`config.mk`:
```
export PLATFORM = sky130hd
export DESIGN_NAME = sgnhuf_wdec
export DESIGN_NICKNAME = d
export VERILOG_FILES = /design/src/rtl/sgnhuf_pkg.sv /design/src/rtl/sgnhuf_bitbuf.sv /design/src/rtl/sgnhuf_match.sv /design/src/rtl/sgnhuf_wdec.sv
export SDC_FILE = /design/constraint.sdc
export NUM_CORES = 1
export LEC_CHECK = 0
export ABC_AREA = 1
export BUFFER_PORTS_ARGS = -buffer_cell sky130_fd_sc_hd__buf_2
export CAP_MARGIN = 10
export CORE_ASPECT_RATIO = 0.6
export CORE_MARGIN = 5
export CORE_UTILIZATION = 55
export DETAILED_ROUTE_END_ITERATION = 16
export PLACE_DENSITY = 0.73
export SLEW_MARGIN = 40
export SYNTH_ARGS = -nofsm -noshare
export SYNTH_HDL_FRONTEND = slang
export SYNTH_SLANG_ARGS = --single-unit
export TNS_END_PERCENT = 20
```
`constraint.sdc`:
```
create_clock -name clk -period 5.9 [get_ports clk]
set_clock_uncertainty 0.15 [all_clocks]
set_input_delay 0.59 -clock clk [delete_from_list [all_inputs] [get_ports clk]]
set_output_delay 0.59 -clock clk [all_outputs]
set_load 0.02 [all_outputs]
```
`src/rtl/sgnhuf_pkg.sv`:
```
`timescale 1ns/1ps
package sgnhuf_pkg;
   // flag bit + sign bit carried ahead of every weight
   localparam int unsigned HDR_BITS = 2;

   // worst-case stream bits for one weight
   function automatic int unsigned worst_bits(input int unsigned maxl);
      return HDR_BITS + maxl;
   endfunction
endpackage

```
`src/rtl/sgnhuf_bitbuf.sv`:
```
`timescale 1ns/1ps
module sgnhuf_bitbuf #(
   parameter  int unsigned WORD_W = 32,
   parameter  int unsigned NEED   = 9,
   localparam int unsigned BUFW   = NEED - 1 + WORD_W,
   localparam int unsigned CW     = $clog2(BUFW + 1)
) (
   input  logic              clk,
   input  logic              rst_n,
   input  logic              flush,
   input  logic              take,
   input  logic [CW-1:0]     take_n,
   input  logic              allow,
   input  logic              word_valid,
   input  logic [WORD_W-1:0] word_data,
   output logic              word_ready,
   output logic [BUFW-1:0]   bits,
   output logic [CW-1:0]     cnt
);
   localparam logic [CW-1:0] NEED_C = CW'(NEED);
   localparam logic [CW-1:0] WORD_C = CW'(WORD_W);
   localparam logic [CW-1:0] BUFW_C = CW'(BUFW);

   logic [BUFW-1:0] bits_q, nxt_bits, kept;
   logic [CW-1:0]   cnt_q, nxt_cnt, rem_cnt;
   logic            acc;

   always_comb begin
      word_ready = allow && (cnt_q < NEED_C);
      acc        = word_valid && word_ready;
      rem_cnt    = take ? (cnt_q - take_n) : cnt_q;
      kept       = take ? (bits_q >> take_n) : bits_q;
      nxt_bits   = kept;
      nxt_cnt    = rem_cnt;
      if (acc) begin
         nxt_bits = kept | (BUFW'(word_data) << rem_cnt);
         nxt_cnt  = rem_cnt + WORD_C;
      end
   end

   always_ff @(posedge clk) begin
      if (!rst_n || flush) begin
         bits_q <= '0;
         cnt_q  <= '0;
      end else begin
         bits_q <= nxt_bits;
         cnt_q  <= nxt_cnt;
      end
   end

   assign bits = bits_q;
   assign cnt  = cnt_q;

   assert_no_overflow_R6: assert property (@(posedge clk) disable iff (!rst_n)
      cnt_q <= BUFW_C);
   assert_no_underflow_R6: assert property (@(posedge clk) disable iff (!rst_n)
      take |-> (take_n <= cnt_q));
endmodule

```
`src/rtl/sgnhuf_match.sv`:
```
`timescale 1ns/1ps
module sgnhuf_match #(
   parameter  int unsigned MAG_W = 3,
   parameter  int unsigned MAXL  = 7,
   parameter  int unsigned LEN_W = 3,
   localparam int unsigned NENT  = 1 << MAG_W
) (
   input  logic             clk,
   input  logic             rst_n,
   input  logic             wr_en,
   input  logic [MAG_W-1:0] wr_addr,
   input  logic [LEN_W-1:0] wr_len,
   input  logic [MAXL-1:0]  wr_code,
   input  logic [MAG_W-1:0] wr_sym,
   input  logic [MAXL-1:0]  look,
   input  logic [LEN_W-1:0] avail,
   output logic             hit,
   output logic [LEN_W-1:0] hit_len,
   output logic [MAG_W-1:0] hit_sym
);
   logic [LEN_W-1:0] len_q  [NENT];
   logic [MAXL-1:0]  code_q [NENT];
   logic [MAG_W-1:0] sym_q  [NENT];
   logic             ent_hit [NENT];

   always_ff @(posedge clk) begin
      if (!rst_n) begin
         for (int e = 0; e < NENT; e++) begin
            len_q[e]  <= '0;
            code_q[e] <= '0;
            sym_q[e]  <= '0;
         end
      end else if (wr_en) begin
         len_q[wr_addr]  <= wr_len;
         code_q[wr_addr] <= wr_code;
         sym_q[wr_addr]  <= wr_sym;
      end
   end

   for (genvar e = 0; e < NENT; e++) begin : g_ent
      logic [MAXL-1:0] msk;
      assign msk = ~({MAXL{1'b1}} << len_q[e]);
      assign ent_hit[e] = (len_q[e] != '0) && (len_q[e] <= avail)
                          && (((look ^ code_q[e]) & msk) == '0);
   end

   always_comb begin
      hit     = 1'b0;
      hit_len = '0;
      hit_sym = '0;
      for (int e = NENT - 1; e >= 0; e--) begin
         if (ent_hit[e]) begin
            hit     = 1'b1;
            hit_len = len_q[e];
            hit_sym = sym_q[e];
         end
      end
   end

   assert_hit_fits_R4: assert property (@(posedge clk) disable iff (!rst_n)
      hit |-> (hit_len != '0) && (hit_len <= avail));
endmodule

```
`src/rtl/sgnhuf_wdec.sv`:
```
`timescale 1ns/1ps
module sgnhuf_wdec #(
   parameter int unsigned WORD_W = 32,
   parameter int unsigned MAG_W  = 3,
   parameter int unsigned MAXL   = 7,
   parameter int unsigned CNT_W  = 16,
   parameter int unsigned LEN_W  = $clog2(MAXL + 1)
) (
   input  logic              clk,
   input  logic              rst_n,
   input  logic              start,
   input  logic [CNT_W-1:0]  weight_count,
   output logic              busy,
   output logic              err,
   input  logic              word_valid,
   input  logic [WORD_W-1:0] word_data,
   output logic              word_ready,
   input  logic              tbl_we,
   input  logic [MAG_W-1:0]  tbl_addr,
   input  logic [LEN_W-1:0]  tbl_len,
   input  logic [MAXL-1:0]   tbl_code,
   input  logic [MAG_W-1:0]  tbl_sym,
   output logic              out_valid,
   input  logic              out_ready,
   output logic [MAG_W:0]    out_code
);
   import sgnhuf_pkg::*;

   localparam int unsigned NEED = worst_bits(MAXL);
   localparam int unsigned BUFW = NEED - 1 + WORD_W;
   localparam int unsigned CW   = $clog2(BUFW + 1);
   localparam logic [CW-1:0] HDR_C  = CW'(HDR_BITS);
   localparam logic [CW-1:0] NEED_C = CW'(NEED);
   localparam logic [CW-1:0] MAXL_C = CW'(MAXL);

   if (MAXL < 1 || MAXL > 16) begin : g_bad_maxl
      $error("sgnhuf_wdec: MAXL out of range");
   end
   if (WORD_W < NEED) begin : g_bad_word
      $error("sgnhuf_wdec: WORD_W smaller than one worst-case weight");
   end
   if (LEN_W < $clog2(MAXL + 1)) begin : g_bad_len
      $error("sgnhuf_wdec: LEN_W cannot hold MAXL");
   end

   logic [BUFW-1:0]  bits;
   logic [CW-1:0]    cnt;
   logic             active_q, err_q, ov_q;
   logic [CNT_W-1:0] left_q;
   logic [MAG_W:0]   od_q;
   logic             start_ok, nzf, sgn, have, bad, fire, last, flush, allow;
   logic [MAXL-1:0]  look;
   logic [LEN_W-1:0] avail, hit_len;
   logic [MAG_W-1:0] hit_sym;
   logic             hit;
   logic [CW-1:0]    used;

   always_comb begin
      start_ok = start && !active_q;
      nzf      = bits[0];
      sgn      = bits[1];
      look     = bits[HDR_BITS +: MAXL];
      if (cnt <= HDR_C)                 avail = '0;
      else if (cnt - HDR_C >= MAXL_C)   avail = LEN_W'(MAXL);
      else                              avail = LEN_W'(cnt - HDR_C);
      have  = active_q && (cnt >= HDR_C) && (!nzf || hit);
      bad   = active_q && nzf && !hit && (cnt >= NEED_C);
      fire  = have && (!ov_q || out_ready);
      last  = fire && (left_q == CNT_W'(1));
      used  = nzf ? (HDR_C + CW'(hit_len)) : HDR_C;
      flush = start_ok || last || bad;
      allow = active_q && !have;
   end

   sgnhuf_bitbuf #(.WORD_W(WORD_W), .NEED(NEED)) u_buf (
      .clk        (clk),
      .rst_n      (rst_n),
      .flush      (flush),
      .take       (fire),
      .take_n     (used),
      .allow      (allow),
      .word_valid (word_valid),
      .word_data  (word_data),
      .word_ready (word_ready),
      .bits       (bits),
      .cnt        (cnt)
   );

   sgnhuf_match #(.MAG_W(MAG_W), .MAXL(MAXL), .LEN_W(LEN_W)) u_match (
      .clk     (clk),
      .rst_n   (rst_n),
      .wr_en   (tbl_we),
      .wr_addr (tbl_addr),
      .wr_len  (tbl_len),
      .wr_code (tbl_code),
      .wr_sym  (tbl_sym),
      .look    (look),
      .avail   (avail),
      .hit     (hit),
      .hit_len (hit_len),
      .hit_sym (hit_sym)
   );

   always_ff @(posedge clk) begin
      if (!rst_n) begin
         active_q <= 1'b0;
         err_q    <= 1'b0;
         left_q   <= '0;
      end else if (start_ok) begin
         active_q <= (weight_count != '0);
         left_q   <= weight_count;
         err_q    <= 1'b0;
      end else begin
         if (bad) begin
            err_q    <= 1'b1;
            active_q <= 1'b0;
         end
         if (fire) begin
            left_q <= left_q - CNT_W'(1);
            if (last) active_q <= 1'b0;
         end
      end
   end

   always_ff @(posedge clk) begin
      if (!rst_n) begin
         ov_q <= 1'b0;
         od_q <= '0;
      end else if (fire) begin
         ov_q <= 1'b1;
         od_q <= {sgn, (nzf ? hit_sym : {MAG_W{1'b0}})};
      end else if (out_ready) begin
         ov_q <= 1'b0;
      end
   end

   assign busy      = active_q;
   assign err       = err_q;
   assign out_valid = ov_q;
   assign out_code  = od_q;

   assert_hold_R10: assert property (@(posedge clk) disable iff (!rst_n)
      (ov_q && !out_ready) |=> (ov_q && $stable(od_q)));
   assert_idle_no_read_R7: assert property (@(posedge clk) disable iff (!rst_n)
      !active_q |-> !word_ready);
   assert_err_sticky_R11: assert property (@(posedge clk) disable iff (!rst_n)
      (err_q && !start) |=> err_q);
   assert_err_quiet_R11: assert property (@(posedge clk) disable iff (!rst_n)
      err_q |-> !(word_valid && word_ready));
   assert_fit_R6: assert property (@(posedge clk) disable iff (!rst_n)
      fire |-> (used <= cnt));
endmodule

```
==> results.txt, run 1 <==
* Number of hold-slack violations in the final timing report: 0
- In the synthesized netlist, the number of instances is 1921.
- Measured along the x axis, the die boundary spans 206.9 um.
- MaxCap Viol Count: 0
* Clk Tree Root Cell: clkbuf_16
* Syn-to-layout area delta: 10.61%
* Critical path peak fanout: 11
* Multiplexer share of the synthesized area: 0
- Synth Area in Compound Gates: 0.1267
- First-pass GRT wire length: 66470 um
- After filler insertion, the fill cell instance count of the layout stands at 2142.
* Pin count of the biggest net entering global routing: 62
* Clock-pin slew on the worst setup and hold paths: 0.07 ns
- In this design, the largest share of critical-path delay is due to simple AND/OR/NAND/NOR gates.
* Inserted Diodes: 0
* Worst Max-Slew Pin Slew: 0.8375 ns
- The number of pins with negative max-slew slack in the final report was 0.
- Xor and xnor area share after synthesis: 0.02865
- Share of final-layout standard cells stronger than drive strength 1: 0.1100
* Hold Crit Class: in -> reg
- At the worst endpoint, the arrival time is 5.71 ns.
- Die Footprint: 0.02651 mm^2
- Count of distinct cell types in the synthesized netlist: 57
- Total number of vias: 13730
- Of the total synthesized cell area, the portion taken by full adders, half adders and majority gates is 0.02347.
* Worst setup slack after layout: 0.3520 ns
- Total I/O pin count: 78
- Timing analysis after detailed placement gives a worst setup slack of 0.07420 ns.
* Post-detailed-route wirelength per cell: 19.46 um
- On the final layout, the worst hold slack is 0.2872 ns.
- The die is 128.1 um tall.
* PortBufs: 77
- The final layout contains 2053 nets.
- Synthesis produced a netlist with a net count of 2015.
- Count of antenna-violating nets left after detailed routing: 0
* Drt pass-1 iters: 7
- Most repeated library cell on the critical path: nand2_1
* Clock tree from TritonCTS: built
- In the routed design, unresolved DRC markers number 0.
- Vias in the first global route: 11570
* Leakage power figure: 6.138 nW
- The flow ran to the end, and the final reports show no timing, DRC or antenna violations.
- Clock latency of the later-clocked register in the worst-skew pair: 0.44 ns
- GRT Util Overall: 0.3262
* Critical Path Start Type: flop
- The worst pin sits at a relative slew slack of 0.4409.
* Placeable core area: 0.02297 mm^2
* Post-synthesis simple-gate area fraction: 0.3866
* Share of synthesized area occupied by flip-flops and latches: 0.3520
* DRC violation total after the first TritonRoute iteration: 2189
- The largest individual stage delay along the critical path comes from the cell dfxtp_2.
- Max Freq: 180.2 MHz
* Hold bufs inserted after CTS: 0
* Fraction of registers with async set or reset after synthesis: 0
- Final WL: 44500 um
* Initial cell density of the core: 0.5569
* Warnings, synthesis: 0
- The mapped netlist covers 0.01279 mm^2.
- Counting flops with a built-in enable in the synthesized netlist gives 104.
- Largest family of logic cells by synthesized area: simple AND/OR/NAND/NOR gates
- Power per cell area: 250.5 mW/mm^2
* Kind of capture point of the worst setup path: flop
- Required time of the critical path: 6.06 ns
- Post-layout minimum cycle time: 5.548 ns
- Seq cells post-synth: 173
* Final worst path period share: 0.9403
- Average vias per placed instance: 6.001
- Setup violators final: 0
- No sink is reached through more buffers than the 2 on the longest clock path.
- Delay of the slowest critical-path stage: 0.39 ns
* Total number of clock tree sinks: 173
- The critical path contains buffers and inverters numbering 4 combined.
- Count of standard-cell rows: 43
* Overflow after GRT: 0
* Mean post-synth cell area: 6.660 um^2
* WS Path Type: reg -> reg
- Top_reg_cell synth: edfxtp_1
* Num CTS Buffers: 17
- The congestion estimate from routability-driven global placement came to 0.9751.
- In this run the number of H-tree levels came out at 4.
- VDD sags by at most 0.2117 mV.
- The initial antenna violation count came to 2.
- Detailed placement finished with a half-perimeter wire length of 32090 um.
## layer usage
layer  wire length (um)  global-route usage  up-vias
met5                 13                   0        -
met4                548             0.05398        2
met3               7074              0.1236       67
met2              16260              0.3999      927
met1              20610              0.5326     6265
li1                   -                   -     6464
## path summary, 6_finish.rpt
check / startpoint / end / slack, ns / cells past startpoint
worst max register to register: u_buf.cnt[2]$_SDFF_PP0_ / u_buf.bits[36]$_SDFF_PP0_ / 0.35 / 33
worst min register to register: left_q[1]$_SDFFE_PN0P_ / left_q[1]$_SDFFE_PN0P_ / 0.32 / 2
worst min-delay path: weight_count[13] / left_q[13]$_SDFFE_PN0P_ / 0.29 / 3
worst max-delay path: u_buf.cnt[2]$_SDFF_PP0_ / u_buf.bits[36]$_SDFF_PP0_ / 0.35 / 33
## what timing repair did
item                                    CTS  global route
setup buffers                             0             5
endpoints found under the setup margin    0            42
gates resized for setup                   0            27
## registers in the layout, summed over array words and instances, names as in the netlist
name and count:
out_code 4, u_buf.cnt 6, out_valid 1, u_match.sym_q 24, u_match.code_q 56, left_q 16
busy 1, u_buf.bits 40, err 1, u_match.len_q 24
## report_power, final
group	internal [mW]	leakage [nW]	switching, mW
clock	0.615	0.288	0.533
combinational	0.310	4.29	0.669
sequential	1.35	1.56	0.0660
## logic make-up (layout without fill, tap and decap cells)
kind of cell / after synthesis / in the layout
and+or+nand+nor: 1147 / 1149
AOI/OAI and AO/OA: 285 / 285
buffers and inverters: 251 / 300
xor gates and xnor gates: 41 / 41
DFF: 173 / 173
adders and majority gates: 24 / 24
## placed cells by master (no fill, tap or decap), types with 5 or more instances in the layout
cell type / count
a21oi_1: 80
a31oi_1: 20
and2_1: 6
buf_2: 77
buf_4: 27
clkbuf_16: 17
dfxtp_1: 67
edfxtp_1: 104
ha_1: 22
inv_1: 149
inv_2: 5
nand2_1: 587
nand2_2: 11
nand3_1: 247
nand3_2: 7
nand3_4: 6
nand4_1: 22
nor2_1: 208
nor2_2: 5
nor3_1: 12
nor4_1: 7
o211ai_1: 22
o21ai_0: 107
o21ai_1: 26
or2_2: 15
xnor2_1: 15
xor2_1: 25
## area by class of cell
class	count	area, um^2	area share
inverters	158	599.3	0.04235
well taps	315	394.1	0.02785
clock buffers	19	452.9	0.03200
repair buffers	110	690.7	0.04880
flip-flops and latches	173	4507	0.3185
multi-input cells	1499	7377	0.5213
clock inverters	13	131.4	0.009283
## tightest hold or removal path, cell delays in order
cell and delay, ns:
buf_2 0.10, nand2_1 0.06, a31oi_1 0.07
## cells in the mapped netlist, types with 2 or more instances
library cell	number	share of area
ha_1	24	0.023
xnor2_1	15	0.010
a21o_1	2	0.0012
nand3_2	11	0.0086
o22ai_1	3	0.0015
nor2_1	209	0.061
nor4_1	7	0.0034
edfxtp_1	104	0.24
o211ai_1	22	0.013
o2111ai_1	2	0.0014
nand2_2	11	0.0054
xor2_1	25	0.017
dfxtp_1	69	0.11
nand2_1	591	0.17
inv_1	149	0.044
inv_2	5	0.0015
buf_2	29	0.011
a311oi_1	2	0.0014
o21ai_1	26	0.010
a41oi_1	2	0.0014
buf_6	6	0.0053
o21bai_1	3	0.0018
a21oi_1	80	0.031
buf_4	8	0.0047
o21ai_0	108	0.042
or2_2	15	0.0073
nand3_1	247	0.097
or2_0	2	0.00098
clkbuf_1	49	0.014
nor2_2	4	0.0020
and2_1	6	0.0029
a22oi_1	3	0.0018
a31oi_1	20	0.0098
clkinv_1	3	0.00088
nor3_1	12	0.0047
nand4_1	22	0.011
nand3b_1	2	0.0012
o21ai_4	2	0.0025
a21oi_2	2	0.0014
nand3_4	2	0.0027
## through the flow
stage	std cells	utilization	setup TNS [ns]	total power, mW	area [um^2]
global route	2287	0.6160	-0.04759	3.686	14150
detailed placement	2248	0.5811	0	2.348	13350
floorplan	1921	-	0	2.075	12790
CTS	2280	0.6066	0	3.475	13930
finish	2287	0.6160	0	3.545	14150
global placement	2248	0.5811	0	2.333	13350
(Power assumes the default switching activity.)
==> run 2: changes to the inputs <==
--- a/config.mk
+++ b/config.mk
@@ -13,6 +13,7 @@
 export CORE_UTILIZATION = 55
 export DETAILED_ROUTE_END_ITERATION = 16
 export PLACE_DENSITY = 0.73
+export RECOVER_POWER = 25
 export SLEW_MARGIN = 40
 export SYNTH_ARGS = -nofsm -noshare
 export SYNTH_HDL_FRONTEND = slang
==> run 2 against run 1 <==
Net effect:
- final cell count unchanged
- die area unchanged
- register-to-register slack about the same
- power about the same
- worst setup slack improved by 0.0036 ns
- clock power about the same
- critical endpoint unchanged
- combinational power about the same
- routed wire length about the same
- via count decreased by 0.25%
- sequential share of layout area about the same
- flip-flop and latch count unchanged
- first-iteration DRC count unchanged
- highest routed layer unchanged
==> results.txt, run 2 (synthesis gave the netlist of run 1 again) <==
- Setup violators final: 0 (unchanged)
- The worst stage delay on the critical path came to 0.39 ns (about the same).
- Critical Path Start Type: flop
- Sw power: 1.269 mW (about the same)
- The internal power consumption came to 2.276 mW (about the same).
- DRC violation total after the first TritonRoute iteration: 2189 (unchanged)
- Horiz. Die Dim: 206.9 um (unchanged)
- Drt pass-1 iters: 6 (-1)
- The clock period minus worst slack came to 5.544 ns (-0.003594 ns).
* Initial cell density of the core: 0.5569 (unchanged)
- Hold Crit Class: in -> reg
* Critical-path cell with the highest stage delay: dfxtp_2
- Average vias per placed instance: 5.986 (-0.25%)
- Worst VDD drop: 0.2116 mV (about the same)
* Launch point of the worst reg-to-reg path: u_buf.cnt[2]$_SDFF_PP0_
- The HPWL after detailed placement came to 32090 um (unchanged).
- Sw Share: 0.3580 (about the same)
- The total CTS buffers was 17 (unchanged).
* Top reg by flops: u_match.code_q
* Post-detailed-route wirelength per cell: 19.47 um (about the same)
* Placeable core area: 0.02297 mm^2 (unchanged)
- Global routing met2 resource utilization: 0.3999 (unchanged)
- Number of buffers between clock root and the deepest sink: 2 (unchanged)
- Critical path buffers and inverters: 4 (unchanged)
- Vertical die dimension: 128.1 um (unchanged)
- Clock-pin slew on the worst setup and hold paths: 0.07 ns (about the same)
* Number of hold-slack violations in the final timing report: 0 (unchanged)
* Max transition margin: 0.1213 (-0.3196)
- The pre-CTS setup slack is 0.07420 ns (unchanged).
- Clock tree from TritonCTS: built
- Proportion of power drawn by the clock network: 0.324 (about the same)
* Clk Tree Root Cell: clkbuf_16
* Sequential group share of total power: 0.400 (about the same)
* Met1 usage: 0.5326 (unchanged)
* Critical path peak fanout: 11 (unchanged)
- The final layout net count is 2053 (unchanged).
* Clock latency of the later-clocked register in the worst-skew pair: 0.44 ns (about the same)
- Pin count of the biggest net entering global routing: 62 (unchanged)
* Leakage power figure: 6.105 nW (-0.53%)
* Inserted Diodes: 0 (unchanged)
- Total I/O pin count: 78 (unchanged)
- The overall power after layout came to 3.544 mW (about the same).
- The number of pins with negative max-slew slack in the final report is 0 (unchanged).
- Leaving out fill and tap cells, the most frequent cells in the layout are nand2_1, nand3_1, nor2_1, inv_1, o21ai_0.
* Max Freq: 180.4 MHz (about the same)
- The CTS sink count is 173 (unchanged).
- The fraction of layout cells with a size suffix above 1 came to 0.1060 (-0.004057).
- The relative area change from synthesis to final layout came to 10.53% (about the same).
- The run finished with clean final reports.
- First-pass GRT wire length: 66470 um (unchanged)
- In this run the most critical hold path is launched from weight_count[13].
- The fraction of met3 tracks used by global routing is 0.1236 (unchanged).
* Worst setup slack after layout: 0.3556 ns (+0.003594 ns)
* Final worst path period share: 0.9397 (about the same)
- Total number of vias: 13690 (-0.25%)
- Max FFs per register: 56 (unchanged)
- The number of input and output port buffers inserted is 77 (unchanged).
- The remaining global-route overflow came to 0 (unchanged).
* GP Congestion: 0.9751 (unchanged)
* Comb power frac: 0.276 (about the same)
- Most congested layer reported by global routing: met1
- Delay-heaviest family, CP: simple AND/OR/NAND/NOR gates
* Hold bufs inserted after CTS: 0 (unchanged)
* Die Footprint: 0.02651 mm^2 (unchanged)
- The total DRC errors in the routed layout was 0 (unchanged).
* Antenna violations before repair: 2 (unchanged)
- The transition at the pin with the smallest max-transition slack was 1.318 ns (+0.4806 ns).
- The total power per unit cell area came to 250.6 mW/mm^2 (about the same).
- The combined global-route utilization of all metal layers was 0.3262 (unchanged).
* Count of standard-cell rows: 43 (unchanged)
* Count of H-tree levels built during CTS: 4 (unchanged)
* MaxCap Viol Count: 0 (unchanged)
- Count of fill cells added during filler insertion: 2148 (+0.28%)
* Kind of capture point of the worst setup path: flop
- Most common cell after layout, fill and taps aside: nand2_1
- The cell that appears most often on the critical path is nand2_1.
* Count of antenna-violating nets left after detailed routing: 0 (unchanged)
* Vias in the first global route: 11570 (unchanged)
- Required time of the critical path: 6.06 ns (about the same)
- Beginning of the critical path: u_buf.cnt[2]$_SDFF_PP0_
- WS Path Type: reg -> reg
- The arrival time of data at the critical path endpoint was 5.70 ns (about the same).
* Final WL: 44520 um (about the same)
run 2: changes by cell type in the layout (fill, tap and decap cells not counted), sizes merged:
cell and delta:
buf -8, clkbuf +8
run 2: cell type report:
cell class,count,area (um^2),area share
Clock inverter,13,131.4,0.009290
Timing Repair Buffer,110,680.7,0.04813
Clock buffer,19,452.9,0.03203
Tap cell,315,394.1,0.02787
Inverter,158,599.3,0.04238
Sequential cell,173,4507,0.3187
Multi-Input combinational cell,1499,7377,0.5216
run 2: stage by stage:
stage | utilization | cell area, um^2 | std cells | hold slack (ns) | setup TNS [ns]
3_5_place_dp | 0.5811 | 13350 | 2248 | 0.3091 | 0
2_1_floorplan | - | 12790 | 1921 | 0.2944 | 0
4_1_cts | 0.6066 | 13930 | 2280 | 0.2795 | 0
5_1_grt | 0.6156 | 14140 | 2287 | 0.2894 | -0.04742
3_3_place_gp | 0.5811 | 13350 | 2248 | 0.3043 | 0
6_report | 0.6156 | 14140 | 2287 | 0.2884 | 0
run 2: worst paths after layout:
| path | to | slack (ns) | cells after the start |
|---|---|---|---|
| setup reg to reg | u_buf.bits[36]$_SDFF_PP0_ | 0.36 | 33 |
| hold reg to reg | left_q[1]$_SDFFE_PN0P_ | 0.32 | 2 |
| setup / recovery | u_buf.bits[36]$_SDFF_PP0_ | 0.36 | 33 |
| hold / removal | left_q[13]$_SDFFE_PN0P_ | 0.29 | 3 |
run 2: layer usage:
layer / up-vias / part of all wire
met3: 71 / 0.16
met5: - / 0.00029
li1: 6460 / -
met2: 905 / 0.36
met1: 6253 / 0.46
met4: 2 / 0.013
run 2: worst register-to-register path, delay by kind of cell, from the launching register on:
kind	cells	cell delay, ns
AOI/OAI and AO/OA	5	0.74
adders and majority gates	4	1.25
buffers and inverters	4	0.40
DFF	1	0.39
and+or+nand+nor	20	2.49
run 2: power groups by stage:
stage / sequential (mW) / clock [mW] / combinational (mW)
floorplan: 1.41 / 0 / 0.661
global placement: 1.44 / 0 / 0.897
detailed placement: 1.44 / 0 / 0.910
CTS: 1.41 / 1.14 / 0.918
global route: 1.42 / 1.20 / 1.07
finish: 1.42 / 1.15 / 0.977
run 2: timing repair:
action | in CTS | in global routing
gates resized for setup | 0 | 27
setup endpoints to repair | 0 | 42
setup buffers | 0 | 5
==> run 3: changes to the inputs <==
--- a/config.mk
+++ b/config.mk
@@ -12,8 +12,10 @@
 export CORE_MARGIN = 5
 export CORE_UTILIZATION = 55
 export DETAILED_ROUTE_END_ITERATION = 16
+export MAX_ROUTING_LAYER = met4
 export PLACE_DENSITY = 0.73
 export RECOVER_POWER = 25
+export REMOVE_ABC_BUFFERS = 1
 export SLEW_MARGIN = 40
 export SYNTH_ARGS = -nofsm -noshare
 export SYNTH_HDL_FRONTEND = slang
==> run 3 against run 2 <==
Net effect:
- power decreased by 0.45%
- critical path depth decreased by 3
- non-clock buffer count increased by 2
- largest cell class unchanged
- highest routed layer is now met4
- worst setup slack improved by 0.11 ns
- final area decreased by 0.35%
- utilization decreased by 0.22 points
==> results.txt, run 3 (synthesis gave the netlist of run 1 again) <==
- The run finished with clean final reports.
- The internal power consumption was 2.306 mW (+1.3%).
- PortBufs: 77 (unchanged)
* Total number of vias: 13630 (-0.47%)
- GRT Util Overall: 0.3379 (+0.01172)
- Leakage power figure: 6.093 nW (-0.20%)
* Inserted Diodes: 0 (unchanged)
- The number of pins with negative max-slew slack in the final report was 0 (unchanged).
- Most common cell after layout, fill and taps aside: nand2_1
- Critical-path cell with the highest stage delay: o211ai_1
- The I/O pin total came to 78 (unchanged).
- Drt pass-1 iters: 6 (unchanged)
- The final antenna-violating net count was 0 (unchanged).
* Final HPWL DP: 32540 um (+1.4%)
* Total number of clock tree sinks: 173 (unchanged)
- The arrival time of data at the critical path endpoint came to 5.59 ns (-0.11 ns).
- The worst hold path belongs to the class in -> reg.
- The instance area after placement came to 0.01337 mm^2 (+0.12%).
* Count of cells along the worst register-to-register path: 30 (-9.1%)
- Sw power: 1.223 mW (-3.6%)
* First-pass GRT wire length: 67090 um (+0.92%)
- The number of buffers between clock root and the deepest sink is 2 (unchanged).
- Critical Path Start Type: flop
- Proportion of power drawn by the clock network: 0.327 (+0.003)
- Delay of the slowest critical-path stage: 0.38 ns (about the same)
* DRC violation total after the first TritonRoute iteration: 2323 (+6.1%)
* Max transition margin: 0.1970 (+0.07575)
* Horiz. Die Dim: 206.9 um (unchanged)
- The final layout net count is 2056 (+0.15%).
- The detailed-route wire length per cell is 19.24 um (-1.2%).
- Top reg by flops: u_match.code_q
- Sequential group share of total power: 0.401 (about the same)
- The clock latency on the worst-skew pair is 0.45 ns (about the same).
* Max FFs per register: 56 (unchanged)
* Setup violators final: 0 (unchanged)
- Overflow after GRT: 0 (unchanged)
- The clock slew seen by the registers of the worst setup and hold paths came to 0.07 ns (about the same).
* Clk Tree Root Cell: clkbuf_16
* Syn-to-layout area delta: 10.14%
- The cell area after layout came to 0.01409 mm^2 (-0.35%).
- The overall die area came to 0.02651 mm^2 (unchanged).
- The number of buffers inserted by hold repair at cts was 0 (unchanged).
- Comb power frac: 0.271 (-0.005)
- The total power per unit cell area was 250.4 mW/mm^2 (about the same).
* Worst Max-Slew Pin Slew: 1.204 ns (-0.1136 ns)
- The worst setup path is captured at a flop.
* Final worst path period share: 0.9210 (-0.01878)
- The total CTS buffers came to 17 (unchanged).
* Pin count of the biggest net entering global routing: 62 (unchanged)
- Vertical die dimension: 128.1 um (unchanged)
- The fraction of layout cells with a size suffix above 1 is 0.1043 (-0.001680).
- The switching part of the total came to 0.3465 (-0.01145).
- Number of cells in the design after placement: 2253 (+0.22%)
- The worst-case vdd ir drop is 0.2264 mV (+7.0%).
- Max Freq: 184.0 MHz (+2.0%)
* Post-layout minimum cycle time: 5.434 ns (-0.1108 ns)
- The via density per instance came to 5.951 (-0.60%).
- By instance count, the cell type seen most on the critical path is nand2_1.
* Count of H-tree levels built during CTS: 4 (unchanged)
* Final Hold Slack: 0.2800 ns (-0.008371 ns)
- Leaving out fill and tap cells, the most frequent cells in the layout are nand2_1, nand3_1, nor2_1, inv_1, o21ai_0.
- Core utilization of the finished layout: 0.6134 (-0.002178)
* Clock tree from TritonCTS: built
- Number of hold-slack violations in the final timing report: 0 (unchanged)
- The critical path in this run is classified as reg -> reg.
* GP Congestion: 1.041 (+6.8%)
- The hold-critical path depth is 3 (unchanged).
* Required time of the critical path: 6.06 ns (about the same)
* Antenna violations before repair: 0 (-2)
- The total DRC errors in the routed layout came to 0 (unchanged).
* MaxCap Viol Count: 0 (unchanged)
* Critical path peak fanout: 11 (unchanged)
- Count of fill cells added during filler insertion: 2229 (+3.8%)
- Post-route insts no fill: 2290 (+0.13%)
* Count of standard-cell rows: 43 (unchanged)
- The via count of the first global-routing pass came to 11830 (+2.3%).
- The initial cell density of the core is 0.5569 (unchanged).
- The area inside the core boundary came to 0.02297 mm^2 (unchanged).
- Final WL: 44050 um (-1.0%)
[run 3: changes by cell type in the layout (fill, tap and decap cells not counted), moves of 3 or more]
cell / change
buf_12: -4
clkinv_4: -3
nand3_2: +3
clkbuf_1: +5
buf_4: +6
[run 3: layout make-up]
type / instances / area (um^2) / share of cell area
Multi-Input combinational cell: 1500 / 7365 / 0.5226
Sequential cell: 173 / 4504 / 0.3196
Timing Repair Buffer: 112 / 645.6 / 0.04581
Inverter: 158 / 599.3 / 0.04253
Clock buffer: 25 / 508.0 / 0.03605
Tap cell: 315 / 394.1 / 0.02797
Clock inverter: 7 / 76.32 / 0.005416
[run 3: metrics by stage]
stage / setup WS [ns] / TNS (ns) / power (mW)
finish: 0.4664 / 0 / 3.528
global route: -0.01330 / -0.02233 / 3.680
CTS: 0.08322 / 0 / 3.477
detailed placement: 0.05708 / 0 / 2.344
global placement: 0.2054 / 0 / 2.331
floorplan: -0.2926 / -6.861 / 2.040
[run 3: metal layers]
layer / global-route usage / up-vias / wire length, um
li1: - / 6467 / -
met1: 0.5226 / 6268 / 20270
met2: 0.4278 / 855 / 16730
met3: 0.1193 / 37 / 6647
met4: 0.04350 / 0 / 411
met5: - / - / 0
[run 3: final timing paths]
path | from | to | slack, ns
worst max-delay path | u_buf.cnt[1]$_SDFF_PP0_ | u_buf.bits[31]$_SDFF_PP0_ | 0.47
worst min-delay path | weight_count[8] | left_q[8]$_SDFFE_PN0P_ | 0.28
worst max register to register | u_buf.cnt[1]$_SDFF_PP0_ | u_buf.bits[31]$_SDFF_PP0_ | 0.47
worst min register to register | out_code[3]$_SDFFE_PN0N_ | out_code[3]$_SDFFE_PN0N_ | 0.33
[run 3: power groups by stage]
stage	clock network (mW)	registers (mW)	logic [mW]
floorplan	0	1.42	0.621
global placement	0	1.44	0.894
detailed placement	0	1.44	0.906
CTS	1.15	1.41	0.913
global route	1.20	1.42	1.06
finish	1.15	1.42	0.958
[run 3: what timing repair did]
| item | CTS | global route |
|---|---|---|
| cloned | 0 | 3 |
| resized for setup | 1 | 17 |
| pin swaps | 0 | 2 |
| setup buffers | 0 | 2 |
| endpoints found under the setup margin | 1 | 42 |
[run 3: critical path: cells and delay by family, from the launching register on]
kind	cells	cell delay [ns]
AND/OR/NAND/NOR	16	1.97
adder cells (fa/ha/maj)	4	1.30
AO/OA/AOI/OAI	6	1.17
buffers and inverters	4	0.35
flip-flops	1	0.34
